<file path="config.mk">
export PLATFORM = sky130hd
export DESIGN_NAME = flash_cmd_decoder
export DESIGN_NICKNAME = d
export VERILOG_FILES = /design/src/rtl/flash_cmd_decoder.sv
export SDC_FILE = /design/constraint.sdc
export NUM_CORES = 1
export LEC_CHECK = 0
export BUFFER_PORTS_ARGS = -buffer_cell sky130_fd_sc_hd__buf_4
export CORE_ASPECT_RATIO = 0.5
export CORE_UTILIZATION = 30
export CTS_CLUSTER_SIZE = 25
export DETAILED_ROUTE_END_ITERATION = 8
export GPL_TIMING_DRIVEN = 0
export PLACE_DENSITY = 0.44
export SLEW_MARGIN = 10
export SYNTH_ARGS = -nofsm -noshare
export SYNTH_HDL_FRONTEND = slang
export SYNTH_SLANG_ARGS = --single-unit
export TNS_END_PERCENT = 30
</file>
<file path="constraint.sdc">
create_clock -name clk -period 8 [get_ports clk]
set_input_delay 1.2 -clock clk [delete_from_list [all_inputs] [get_ports clk]]
set_output_delay 1.2 -clock clk [all_outputs]
set_load 0.02 [all_outputs]
</file>
<file path="src/rtl/flash_cmd_decoder.sv">
module flash_cmd_decoder #(
  parameter int NBLK   = 64,
  parameter bit NARROW = 1'b0,
  parameter int DW     = 32
) (
  input  logic          clk,
  input  logic          rst_n,
  input  logic          req_valid,
  output logic          req_ready,
  input  logic          req_write,
  input  logic [25:0]   req_addr,
  input  logic [DW-1:0] req_wdata,
  input  logic          ack_valid,
  input  logic [2:0]    ack_data,
  output logic [2:0]    stat,
  output logic          dp_valid,
  output logic          dp_write,
  output logic [1:0]    dp_map,
  output logic [23:0]   dp_addr,
  output logic [DW-1:0] dp_wdata
);
  localparam int IW     = $clog2(NBLK);
  localparam int BLK_SH = NARROW ? 10 : 12;

  localparam logic [7:0] OP_ERASE = 8'h03;
  localparam logic [7:0] OP_UNL_S = 8'h08;
  localparam logic [7:0] OP_UNL_E = 8'h09;
  localparam logic [7:0] OP_LCK_S = 8'h0A;
  localparam logic [7:0] OP_LCK_E = 8'h0B;
  localparam logic [7:0] OP_TGT_S = 8'h0C;
  localparam logic [7:0] OP_TGT_E = 8'h0D;
  localparam logic [7:0] OP_UNL_A = 8'h0E;

  logic [NBLK-1:0] lock_q, tight_q;
  logic            rdy_q, pend_q;
  logic [1:0]      kind_q;
  logic [IW-1:0]   start_q;
  logic [2:0]      stat_q;

  logic          acc, cmdw, op_ok, blk_lk, arr;
  logic [1:0]    map, s_kind, e_kind;
  logic [23:0]   faddr;
  logic [IW-1:0] blk;
  logic [7:0]    op;
  logic          is_start, is_end, end_ok, end_bad, unl_all, erase, lock_hit, fwd;

  assign acc    = req_valid & rdy_q;
  assign map    = req_addr[25:24];
  assign faddr  = req_addr[23:0];
  assign blk    = faddr[BLK_SH +: IW];
  assign op     = req_wdata[7:0];
  assign op_ok  = (req_wdata[DW-1:8] == '0);
  assign cmdw   = acc & req_write & (map == 2'd2) & op_ok;
  assign blk_lk = lock_q[blk];
  assign arr    = acc & (map == 2'd1);

  assign is_start = cmdw & (op == OP_UNL_S | op == OP_LCK_S | op == OP_TGT_S);
  assign is_end   = cmdw & (op == OP_UNL_E | op == OP_LCK_E | op == OP_TGT_E);
  assign s_kind   = (op == OP_UNL_S) ? 2'd0 : (op == OP_LCK_S) ? 2'd1 : 2'd2;
  assign e_kind   = (op == OP_UNL_E) ? 2'd0 : (op == OP_LCK_E) ? 2'd1 : 2'd2;
  assign end_ok   = is_end & pend_q & (kind_q == e_kind) & (blk >= start_q);
  assign end_bad  = is_end & ~end_ok;
  assign unl_all  = cmdw & (op == OP_UNL_A);
  assign erase    = cmdw & (op == OP_ERASE);
  assign lock_hit = (arr | erase) & blk_lk;
  assign fwd      = acc & ((map == 2'd0) | (map == 2'd3) |
                           (arr & ~(req_write & blk_lk)) | (erase & ~blk_lk));

  for (genvar g = 0; g < NBLK; g++) begin : g_blk
    localparam logic [IW-1:0] GI = IW'(g);
    logic in_rng;
    assign in_rng = (GI >= start_q) & (GI <= blk);
    always_ff @(posedge clk) begin
      if (!rst_n) begin
        lock_q[g]  <= 1'b1;
        tight_q[g] <= 1'b0;
      end else if (end_ok & in_rng) begin
        case (kind_q)
          2'd0:    if (!tight_q[g]) lock_q[g] <= 1'b0;
          2'd1:    lock_q[g] <= 1'b1;
          default: begin lock_q[g] <= 1'b1; tight_q[g] <= 1'b1; end
        endcase
      end else if (unl_all & ~tight_q[g]) begin
        lock_q[g] <= 1'b0;
      end
    end
  end

  always_ff @(posedge clk) begin
    if (!rst_n) begin
      rdy_q   <= 1'b0;
      pend_q  <= 1'b0;
      kind_q  <= 2'd0;
      start_q <= '0;
      stat_q  <= '0;
    end else begin
      rdy_q  <= 1'b1;
      stat_q <= (stat_q & ~(ack_valid ? ack_data : 3'b000)) |
                {end_bad, end_ok | unl_all, lock_hit};
      if (is_start) begin
        pend_q  <= 1'b1;
        kind_q  <= s_kind;
        start_q <= blk;
      end else if (is_end) begin
        pend_q <= 1'b0;
      end
    end
  end

  always_ff @(posedge clk) begin
    if (!rst_n) begin
      dp_valid <= 1'b0;
      dp_write <= 1'b0;
      dp_map   <= 2'd0;
      dp_addr  <= '0;
      dp_wdata <= '0;
    end else begin
      dp_valid <= fwd;
      if (fwd) begin
        dp_write <= req_write;
        dp_map   <= map;
        dp_wdata <= req_wdata;
        dp_addr  <= (map == 2'd0) ? {1'b0, faddr[23:1]} :
                    (map == 2'd3) ? {2'b00, faddr[23:2]} : faddr;
      end
    end
  end

  assign req_ready = rdy_q;
  assign stat      = stat_q;
endmodule

</file>
======== Word-level counts from Yosys, hierarchy flattened ========
Index checks and enable logic that the tools add are counted.
operators by class
  muxes and demuxes ....................... 268
  equal/unequal tests ..................... 77
  magnitude comparators ................... 130
  reductions and logical operators ........ 197
  bitwise logic cells ..................... 290
operators by type and width
  operator                                                          count
  2-to-1 mux 1 bit                                                  260
  AND reduction 2 bit                                               128
  AND 1 bit                                                         210
  greater-or-equal comparator 6 bit, first input constant           32
  less-or-equal comparator 6 bit, first input constant              32
  inequality test 3 bit, second input constant                      64
  nonzero test 2 bit                                                65
  greater-or-equal comparator 5 x 6 -> 1 bit, first input constant  16
  less-or-equal comparator 5 x 6 -> 1 bit, first input constant     16
  inverter 1 bit                                                    68
  equality test 8 x 4 -> 1 bit, second input constant               7
  greater-or-equal comparator 4 x 6 -> 1 bit, first input constant  8
  less-or-equal comparator 4 x 6 -> 1 bit, first input constant     8
  2-to-1 mux 24 bit                                                 2
  greater-or-equal comparator 3 x 6 -> 1 bit, first input constant  4
  less-or-equal comparator 3 x 6 -> 1 bit, first input constant     4
  zero test 24 bit                                                  1
  greater-or-equal comparator 1 x 6 -> 1 bit, first input constant  2
  greater-or-equal comparator 2 x 6 -> 1 bit, first input constant  2
  less-or-equal comparator 1 x 6 -> 1 bit, first input constant     2
  less-or-equal comparator 2 x 6 -> 1 bit, first input constant     2
  OR 1 bit                                                          9
  equality test 8 x 2 -> 1 bit, second input constant               1
  2-to-1 mux 2 bit                                                  4
  12 further kinds                                                  15
storage, ports and cells
  logic and storage cells ................. 1100
  input bits .............................. 66
  output and inout bits ................... 64
  register bits ........................... 201

======== Longest topological paths before layout ========
Gate-level depths: netlist of the first run.
  depth after elaboration ................. 11
  depth in mapped cells ................... 14
  gate-level depth less buffers ........... 9

======== Worst setup path before layout of the first run ========
Ideal clock, no wire load.
  kind .................................... input to register
  start point ............................. input req_addr[12]
  end point ............................... register lock_q[48]
  setup slack ............................. 4.008 ns
  path buffers ............................ 3
  setup time .............................. 0.084 ns
  cell stages on the path ................. 12
  arrival ................................. 3.908 ns
  data required time ...................... 7.916 ns
  cell sequence ........................... buf_4 > buf_2 > clkbuf_1 > inv_1 > ha_1 > nand2b_1 > a21o_1 > a211oi_1 > o21a_1 > nor4_1 > nand4_1 > o211ai_1
on the way
  longest elaborated chain between the ends .. 5
  elaborated cells between the ends (all ways) .. 9
  classes of those cells .................. order compare: 2; eq/ne: 1; mux: 1; bitwise: 3; reduce/logical: 2
RTL lines
  what                                                                                        RTL line  text
  from (decl)                                                                                 11        input logic [25:0] req_addr,
  greater-or-equal comparator 6 bit / less-or-equal comparator 6 bit (equally long branches)  61, 72
  AND 1 bit, on equally long branches                                                         61, 72
  AND 1 bit (*)                                                                               77        end else if (end_ok & in_rng) begin
  inequality test 3 bit (no line) / nonzero test 2 bit (equally long branches)                -
  AND reduction 2 bit (no line)                                                               -
  to (signal, indexed assignment)                                                             79        2'd0: if (!tight_q[g]) lock_q[g] <= 1'b0;
  to (signal, indexed assignment)                                                             80        2'd1: lock_q[g] <= 1'b1;
  to (signal, indexed assignment)                                                             81        default: begin lock_q[g] <= 1'b1; tight_q[g] <= 1'b1; end
  to (decl)                                                                                   34        logic [NBLK-1:0] lock_q, tight_q;
Mark *: on every way between the ends. The rest lies on a longest branch, timed or not.
A chain may end at the register's enable or synchronous reset.

======== Worst setup path after layout of the first run ========
  start point ............................. input req_addr[12]
  end point ............................... register lock_q[63]
The elaborated chain is that of the path after synthesis.

==> results.md, run 1 <==
- Status: finished, violations left
- Violated checks: DRC
- Ys async rst share: 0
- Routed WL per cell: roughly 24 microns
- Non-Filler Cell Area, Final: about 12,000 sq um
- Critical-path top delay cell: nand4_1
- Yosys top cell area share: 0.400
- Dpl cell area: 11,600 sq um
- Crit path arrival time: 5210 ps
- Final Power: approximately 2.3 mW
- Worst-case vdd ir drop: ~0.00015 V
- Number of global-route vias before repair: 9,775
- R2R depth: 9
- Congestion Overflow GR: 0
- Detailed Route Iter0 Violations: 1,019
- Layout cells sized above 1: 0.153
- Final worst path period share: 0.598
- Fmax: 209 MHz
- RSZ-0062 raised after global routing: false
- Synthesized flop and latch total: roughly 200
- Register area share after synthesis: 0.400
- Pleak: between 4 and 5 nW
- DP HPWL: between 30,000 and 40,000 microns
- Area of the core: roughly 32,000 sq um
- Area growth syn-to-layout: 22.2%
- Area of the multi-input gates: 5500 sq um
- R2R Path Start: start_q[2]
- CP Launch Type: primary input
- Total negative slack: 0 ps
- First-pass GRT wire length: 64,800 microns
- Worst Hold End: dp_wdata[31]
- Synthesis Warnings: 0
- Max clock buf depth: 3
- Starting Density: 0.311
- TritonCTS buffer count: 21
- Post-synth EDFFs: 0
- Worst-path maximum fanout: 10
- Filler cell count: 3,391
- Post-CTS Hold Fix Bufs: 0
- Required time worst endpoint: approximately 8400 ps
- Worst relative slew slack: 0.235
- Synth top area cells: dfxtp_1, nand3_1, o21ai_0
- TritonCTS clock tree: done
- Worst hold path class: flip-flop to flip-flop
- Drt via density: approximately 5.7
- GR Util All Layers: 0.253
- Hold Path Stages: 2
- Cell Rows: 46
- IO Pins: 130
- WP buf/inv: 5
- Area leader, netlist: dfxtp_1
- Cell area power density: around 190 nW/um^2
- FF-to-FF End: lock_q[63]
- Slowest stage delay, CP: about 560 ps
- Largest net degree at the start of global routing: 14
- CTS H-tree depth: 1
- I/O Buffers: ~130
- Period minus WS final: 4780 ps
- DR vias: approximately 10,000
- Synth cell types: 58
- Worst setup margin: 3220 ps
- Synth Net Count: between 1,000 and 1,500
- DP Worst Slack: between 2000 and 3000 ps
- Critical path's top delay family: buffers and inverters
- CTS clk-pin slew, worst paths: about 70 ps
- Final-report hold violation count: 0
- Worst slew pin tran: between 1000 and 1500 ps
- Setup violation total in the final timing report: 0
- Hold Startpoint: dp_wdata[31]
- Synth Flop Type: dfxtp_1
- Worst reg-to-reg setup slack: roughly 4000 ps
- Clock Latency Late Sink: around 530 ps
- Crit path kind: primary input to flip-flop
- DR pass1 iterations: 7
- Die area: around 34,000 sq um
- Syn Std Cell Area: 10,100 sq um
- Die height: ~130 microns
- Seq. cell area: about 4000 sq um
- Crit. End Element: flip-flop
- Crit path depth: 13
- Cells after synthesis: 1,224
- CTS root buf: clkbuf_16
- DRC: 20
- Clk sinks: 201
- Count leader, synth: dfxtp_1
- Max-Cap Viols: 0
- Post CTS Setup Buffer Count: 0
- Final net count: 1,452
- Commonest cells post-synth: dfxtp_1, nand3_1, nor2_1
- CTS resizes: 0
- Total Wirelength: about 44,000 microns
- Average size of a mapped cell: around 8.2 sq um
- CP dominant cell by count: buf_4
- Initial antenna violation count: 0
- Routed Antenna Nets: 0
- Die width: 261 microns
- Max-slew violations: 0
- Crit-path cells: buf_4 > buf_2 > clkbuf_1 > inv_1 > ha_1 > nand2b_1 > a21o_1 > a211oi_1 > o21a_1 > nor4_2 > buf_4 > nand4_1 > o211ai_1
- Placer Congestion: about 0.97
- Setup Skew: 21.6 ps
- Final core utilization: 0.380
==> worst max-delay path by stage <==
stage / startpoint / end / slack, ps
finish: req_addr[12] / lock_q[63] / 3220
floorplan: req_addr[12] / lock_q[48] / 4010
global placement: req_addr[12] / lock_q[63] / 1670
global route: req_addr[12] / tight_q[35] / 2960
detailed placement: req_addr[12] / tight_q[34] / 2680
CTS: req_addr[12] / tight_q[34] / 3230
==> worst reg2reg max path: stages, from the launching register on <==
cell and delay, ps:
dfxtp_1 480, clkbuf_1 530, inv_1 300, ha_1 350
a211oi_1 80, o21a_1 350, nor4_2 530, buf_4 250
nand4_1 560, o211ai_1 430
==> flip-flops by register name (all words and copies together), names as in the netlist, 2 cells and up <==
register	flops
dp_addr	24
dp_map	2
dp_wdata	32
kind_q	2
lock_q	64
start_q	6
stat	3
tight_q	64
==> logic make-up after synthesis <==
logic type / share of synthesized area
AOI/OAI and AO/OA: 0.250
DFF: 0.400
buffers and inverters: 0.0536
adders and majority gates: 0.0124
and+or+nand+nor: 0.219
muxes: 0.0642
==> report_power, final <==
part	internal (mW)	total (mW)	switching (mW)
clock network	0.605	1.04	0.439
logic	0.0860	0.260	0.174
registers	1.01	1.02	0.00849
==> layout by cell type, fill, tap and decap left out, drive strengths merged, types with 3 or more instances in the layout <==
cell,instances
or3,17
and4,3
o211ai,38
a21o,9
o2111ai,4
inv,16
nand3,112
dfxtp,201
mux2i,24
o21a,60
nor4b,6
nand4,25
o31ai,43
nor4,25
o21ai,104
a211oi,4
buf,157
or4,6
clkbuf,118
a21oi,72
a31oi,27
a22o,9
mux4,18
o22ai,7
ha,10
nor2,112
nor3b,3
nand2b,3
nor3,12
or2,6
and2,4
a41o,3
nand2,99
and3,5
nor2b,4
==> per-layer routing <==
metal | share of wire | up-vias | routed length, microns | GRT usage
met2 | 0.42 | 357 | 18600 | 0.370
met5 | 0 | - | 0 | 0
met1 | 0.49 | 5151 | 21900 | 0.384
met4 | 0.022 | 0 | 981 | 0.0585
met3 | 0.063 | 57 | 2780 | 0.0382
li1 | - | 4837 | - | -
==> final cells by class <==
cell class                      instances  share of cell area
Multi-Input combinational cell        893               0.448
Sequential cell                       201               0.327
Timing Repair Buffer                  129              0.0788
Clock buffer                           32              0.0510
Tap cell                              432              0.0440
Buffer                                114              0.0390
Clock inverter                          5             0.00662
Inverter                               16             0.00489
Antenna cell                            1            0.000204
==> through the flow <==
stage,instances,hold WS [ps]
floorplan,1224,421
global placement,1784,443
detailed placement,1785,453
CTS,1822,468
global route,1822,478
finish,1823,463
No activity file was read; power rests on OpenSTA's default activity.
==> run 2, diff against run 1 <==
--- a/config.mk
+++ b/config.mk
@@ -11,7 +11,7 @@
 export CTS_CLUSTER_SIZE = 25
 export DETAILED_ROUTE_END_ITERATION = 8
 export GPL_TIMING_DRIVEN = 0
-export PLACE_DENSITY = 0.44
+export PLACE_DENSITY = 0.46
 export SLEW_MARGIN = 10
 export SYNTH_ARGS = -nofsm -noshare
 export SYNTH_HDL_FRONTEND = slang
==> constraint.sdc (replaced) <==
create_clock -name clk -period 4.1 [get_ports clk]
set_input_delay 0.615 -clock clk [delete_from_list [all_inputs] [get_ports clk]]
set_output_delay 0.615 -clock clk [all_outputs]
set_load 0.02 [all_outputs]
==> results.md, run 2 (synthesis gave the netlist of run 1 again) <==
- Most common cell after layout, fill and taps aside: dfxtp_1
- Initial antenna violation count: 0 (unchanged)
- CP Launch Type: flip-flop
- Commonest non-fill, non-tap cells in the layout: dfxtp_1, buf_4, nor2_1, nand3_1
- Die width: 261 microns (unchanged)
- CTS root buf: clkbuf_16
- Total Wirelength: 42,500 microns (-4.1%)
- Largest net degree at the start of global routing: 20 (+6)
- Final net count: 1,451 (-0.069%)
- IO Pins: 130 (unchanged)
- Clk sinks: 201 (unchanged)
- Max-slew violations: 0 (unchanged)
- Routed Antenna Nets: 0 (unchanged)
- Seq. cell area: 4020 sq um (unchanged)
- Final-report hold violation count: 0 (unchanged)
- Worst relative slew slack: 0.205 (-0.0299)
- Pleak: 4.33 nW (+0.34%)
- Routing usage on met2: 0.363 (-0.00722)
- Worst-path maximum fanout: 10 (unchanged)
- CTS clk-pin slew, worst paths: 70 ps (about the same)
- Required time worst endpoint: 4530 ps (-3900 ps)
- Diode count: 0 (-1)
- Worst slew pin tran: 1180 ps (+44.5 ps)
- TritonCTS buffer count: 21 (unchanged)
- Clock Latency Late Sink: 530 ps (about the same)
- TritonCTS clock tree: done
- CTS H-tree depth: 1 (unchanged)
- Die area: 34,300 sq um (unchanged)
- Post-CTS Hold Fix Bufs: 0 (unchanged)
- Area growth syn-to-layout: 22.3% (about the same)
- Area of the multi-input gates: 5500 sq um (unchanged)
- Placer Congestion: 1.04 (+7.3%)
- GR Util All Layers: 0.244 (-0.00856)
- Die height: 131 microns (unchanged)
- Starting Density: 0.311 (unchanged)
- Routed WL per cell: 23.3 microns (-4.0%)
- GRT met3 Usage: 0.0502 (+0.0120)
- Layout cells sized above 1: 0.154 (+0.00155)
- Max-Cap Viols: 0 (unchanged)
- DR pass1 iterations: 8 (+1)
- Worst hold path class: primary input to flip-flop
- Post CTS Setup Buffer Count: 0 (unchanged)
- Cell area power density: 371 nW/um^2 (+96%)
- Crit path arrival time: 4320 ps (-890 ps)
- I/O Buffers: 128 (unchanged)
- Global route hottest layer: met2
- Critical-path top delay cell: clkbuf_1
- Drt via density: 5.72 (+0.24%)
- DP HPWL: 32,100 microns (-3.4%)
- Largest registers: lock_q (64), tight_q (64), dp_wdata (32)
- Final worst path period share: 0.949
- DRC: 9 (-55%)
- Crit-path cells: clkbuf_1 > inv_1 > ha_1 > a211oi_1 > o21a_1 > nor4_2 > buf_4 > nand4_1 > o211ai_1
- Crit. End Element: flip-flop
- Max clock buf depth: 3 (unchanged)
- Setup violation total in the final timing report: 0 (unchanged)
- Met1 usage: 0.358 (-0.0262)
- Filler cell count: 3,401 (+0.29%)
- DR vias: 10,400 (+0.13%)
- Cell Rows: 46 (unchanged)
- Worst-case vdd ir drop: 0.000203 V (+37%)
- Final core utilization: 0.380 (about the same)
- Detailed Route Iter0 Violations: 1,003 (-1.6%)
- Number of global-route vias before repair: 9,935 (+1.6%)
- Period minus WS final: ~3900 ps
- Slowest stage delay, CP: 550 ps (about the same)
- Congestion Overflow GR: 0 (unchanged)
- Fmax: 257 MHz
- RSZ-0062 raised after global routing: false
- WP buf/inv: 3 (-2)
- Critical path's top delay family: buffers and inverters
- Setup Skew: 25.4 ps (+3.77 ps)
- First-pass GRT wire length: 63,900 microns (-1.5%)
- Area of the core: 32,300 sq um (unchanged)
- Status: finished, violations left
- Crit path kind: flip-flop to flip-flop
- Hold_ws: 204 ps (-259 ps)
- Violated checks: DRC
==> run 2: cell types whose count changed in the layout (fill, tap and decap cells not counted), sizes merged <==
cell      previous run  this run
clkbuf             118       117
clkinv               2         3
clkinvlp             1         0
diode                1         0
==> run 2: final timing paths <==
check / cells after the start / end / start / slack (ps)
worst min register to register: 2 / dp_write / dp_write / 460
worst max-delay path: 9 / lock_q[63] / start_q[2] / 210
worst max register to register: 9 / lock_q[63] / start_q[2] / 210
worst min-delay path: 1 / req_ready / rst_n / 200
==> run 2: final cells by class <==
cell class | count | area share
tap | 432 | 0.0440
sequential | 201 | 0.327
multi-input combinational | 893 | 0.448
clock inverter | 5 | 0.00641
timing repair buffer | 129 | 0.0787
buffer | 113 | 0.0387
inverter | 16 | 0.00488
clock buffer | 32 | 0.0526
==> run 2: where the power goes <==
part	internal [mW]	switching, mW	total, mW	leakage (nW)
registers	1.98	0.0175	2.00	1.63
logic	0.168	0.333	0.500	2.35
clock network	1.21	0.851	2.06	0.360
total	3.36	1.20	4.56	4.33
==> run 2: per-layer routing <==
| layer | vias up | wire length (microns) |
|---|---|---|
| met5 | - | 0 |
| met4 | 0 | 893 |
| met3 | 57 | 2880 |
| met2 | 355 | 18300 |
| met1 | 5164 | 20500 |
| li1 | 4840 | - |
==> run 2: repair_timing <==
| item | 4_1_cts | 5_1_grt |
|---|---|---|
| setup endpoints to repair | 19 | 0 |
| gates resized for setup | 0 | 0 |
| endpoints found under the hold margin | 0 | 0 |
==> run 2: stage by stage <==
step / instances / power [mW] / setup WS (ps) / instance area [sq um] / setup TNS (ps)
4_1_cts: 1821 / 4.59 / 268 / 12300 / 0
2_1_floorplan: 1224 / 2.30 / 693 / 10100 / 0
5_1_grt: 1821 / 4.72 / 1.93 / 12300 / 0
6_report: 1821 / 4.56 / 211 / 12300 / 0
3_3_place_gp: 1784 / 2.54 / -1550 / 11600 / -53330
3_5_place_dp: 1785 / 2.54 / -604 / 11600 / -33520
==> run 3, diff against run 2 <==
--- a/config.mk
+++ b/config.mk
@@ -12,6 +12,7 @@
 export DETAILED_ROUTE_END_ITERATION = 8
 export GPL_TIMING_DRIVEN = 0
 export PLACE_DENSITY = 0.46
+export RECOVER_POWER = 50
 export SLEW_MARGIN = 10
 export SYNTH_ARGS = -nofsm -noshare
 export SYNTH_HDL_FRONTEND = slang
==> constraint.sdc (replaced) <==
create_clock -name clk -period 4.1 [get_ports clk]
set_input_delay 0.82 -clock clk [delete_from_list [all_inputs] [get_ports clk]]
set_output_delay 0.82 -clock clk [all_outputs]
set_load 0.02 [all_outputs]
==> results.md, run 3 (synthesis gave the netlist of run 1 again) <==
- DR pass1 iterations: 7 (-1)
- First-pass GRT wire length: 63,900 microns (about the same)
- Largest registers: lock_q (64), tight_q (64), dp_wdata (32)
- Drt via density: 5.70 (-0.28%)
- IO Pins: 130 (unchanged)
- Final worst path period share: 0.983 (+0.0341)
- Worst slew pin tran: 1130 ps (-51.2 ps)
- GRT met3 Usage: 0.0492 (-0.000965)
- Crit path kind: primary input to flip-flop
- Non-Filler Cell Area, Final: 12,100 sq um (-1.7%)
- Total Wirelength: 42,500 microns (unchanged)
- Worst setup endpoint: dp_addr[5]
- Crit path arrival time: 4450 ps (+130 ps)
- Met1 usage: 0.360 (+0.00191)
- Dpl cell area: 11,600 sq um (unchanged)
- Worst-path maximum fanout: 10 (unchanged)
- Max-slew violations: 0 (unchanged)
- Routed WL per cell: 23.3 microns (-0.16%)
- TritonCTS clock tree: done
- Congestion Overflow GR: 0 (unchanged)
- DR vias: 10,400 (-0.12%)
- Crit. End Element: flip-flop
- Routing usage on met2: 0.362 (-0.000737)
- CTS root buf: clkbuf_16
- Clock Latency Late Sink: 530 ps (about the same)
- R2R Path Start: kind_q[1]
- Global route hottest layer: met2
- Critical-path top delay cell: clkbuf_1
- Routed Antenna Nets: 0 (unchanged)
- DRC: 18 (+9)
- Detailed Route Iter0 Violations: 941 (-6.2%)
- Max clock buf depth: 3 (unchanged)
- Clk sinks: 201 (unchanged)
- CTS H-tree depth: 1 (unchanged)
- I/O Buffers: 128 (unchanged)
- Fmax: 248 MHz (-3.5%)
- Initial antenna violation count: 0 (unchanged)
- Max-Cap Viols: 0 (unchanged)
- Slowest stage delay, CP: 790 ps (+240 ps)
- TritonCTS buffer count: 21 (unchanged)
- Area of the core: 32,300 sq um (unchanged)
- Starting Density: 0.311 (unchanged)
- Period minus WS final: 4030 ps (+140 ps)
- Most common cell after layout, fill and taps aside: dfxtp_1
- Commonest non-fill, non-tap cells in the layout: dfxtp_1, clkbuf_1, nor2_1, nand3_1
- DP HPWL: 32,100 microns (unchanged)
- Crit-path cells: buf_4 > clkbuf_1 > clkbuf_1 > mux2i_1 > nand3_1 > nand4_1 > a32oi_1 > buf_6 > clkbuf_1 > nand3_1 > o31ai_1
- Area growth syn-to-layout: 20.2%
- Final net count: 1,452 (+0.069%)
- Worst-case vdd ir drop: 0.000202 V (-0.80%)
- Cell Rows: 46 (unchanged)
- Number of global-route vias before repair: 9,958 (+0.23%)
- GR Util All Layers: 0.245 (+0.000249)
- Die width: 261 microns (unchanged)
- Worst hold path class: primary input to flip-flop
- Placer Congestion: 1.04 (unchanged)
- Die area: 34,300 sq um (unchanged)
- Required time worst endpoint: 4520 ps (about the same)
- Die height: 131 microns (unchanged)
- Worst reg-to-reg setup slack: 300 ps (+90 ps)
- CP dominant cell by count: clkbuf_1
- Cell area power density: 375 nW/um^2 (+0.96%)
- Worst relative slew slack: 0.240 (+0.0344)
- CP Launch Type: primary input
- Largest net degree at the start of global routing: 17 (-15%)
- Hold_ws: 431 ps (+227 ps)
- Setup violation total in the final timing report: 0 (unchanged)
- Pleak: 4.08 nW (-5.8%)
- Post-CTS Hold Fix Bufs: 0 (unchanged)
- RSZ-0062 raised after global routing: true
- FF-to-FF End: lock_q[45]
- R2R depth: 10 (+1)
- Status: finished, violations left
- Final core utilization: 0.374 (-0.00662)
- Violated checks: DRC
- Setup Skew: 20.9 ps (-4.52 ps)
- Layout cells sized above 1: 0.110 (-0.0440)
- CTS clk-pin slew, worst paths: 70 ps (about the same)
- Final-report hold violation count: 0 (unchanged)
- CP startpoint: req_addr[13]
- Final Power: 4.53 mW (-0.79%)
[run 3: per-layer routing]
layer	vias up	wire length [microns]
met5	-	0
met4	0	943
met3	60	3010
met2	372	18200
met1	5114	20400
li1	4858	-
[run 3: worst min-delay path by stage]
stage                startpoint           to  slack [ps]  cells after the start
global placement    tight_q[28]  tight_q[28]         440                      2
finish                    rst_n    req_ready         430                      1
global route              rst_n    req_ready         420                      1
floorplan            lock_q[21]   lock_q[21]         420                      1
CTS                       rst_n    req_ready         390                      1
detailed placement  tight_q[22]  tight_q[22]         450                      2
[run 3: where the power goes]
part / internal, mW / switching, mW
Clock: 1.21 / 0.838
Combinational: 0.146 / 0.333
Sequential: 1.98 / 0.0168
Total: 3.34 / 1.19
[run 3: critical path: cells and delay by family]
family / cells / cell delay, ps
buffers and inverters: 5 / 2200
and+or+nand+nor: 3 / 670
muxes: 1 / 230
AOI/OAI and AO/OA: 2 / 490
[run 3: timing repair]
action	in CTS	in global routing
buffers inserted	1	0
setup endpoints to repair	43	44
hold endpoints to repair	0	0
resized for setup	1	5
[run 3: area by class of cell]
cell class,count,area (sq um)
inverters,16,60.1
repair buffers,130,736
clock buffers,32,647
clock inverters,5,78.8
well taps,432,541
diodes,2,5.00
multi-input cells,893,5510
fillers,3469,20300
flip-flops and latches,201,4020
plain buffers,113,480
[run 3: metrics by stage]
| step | std cells | setup WS, ps | setup TNS, ps |
|---|---|---|---|
| after floorplan | 1224 | 488 | 0 |
| after global placement | 1784 | -1760 | -83990 |
| after detailed placement | 1785 | -809 | -64600 |
| after CTS | 1822 | 13.2 | 0 |
| after global routing | 1822 | -42.3 | -107 |
| final | 1824 | 71.1 | 0 |
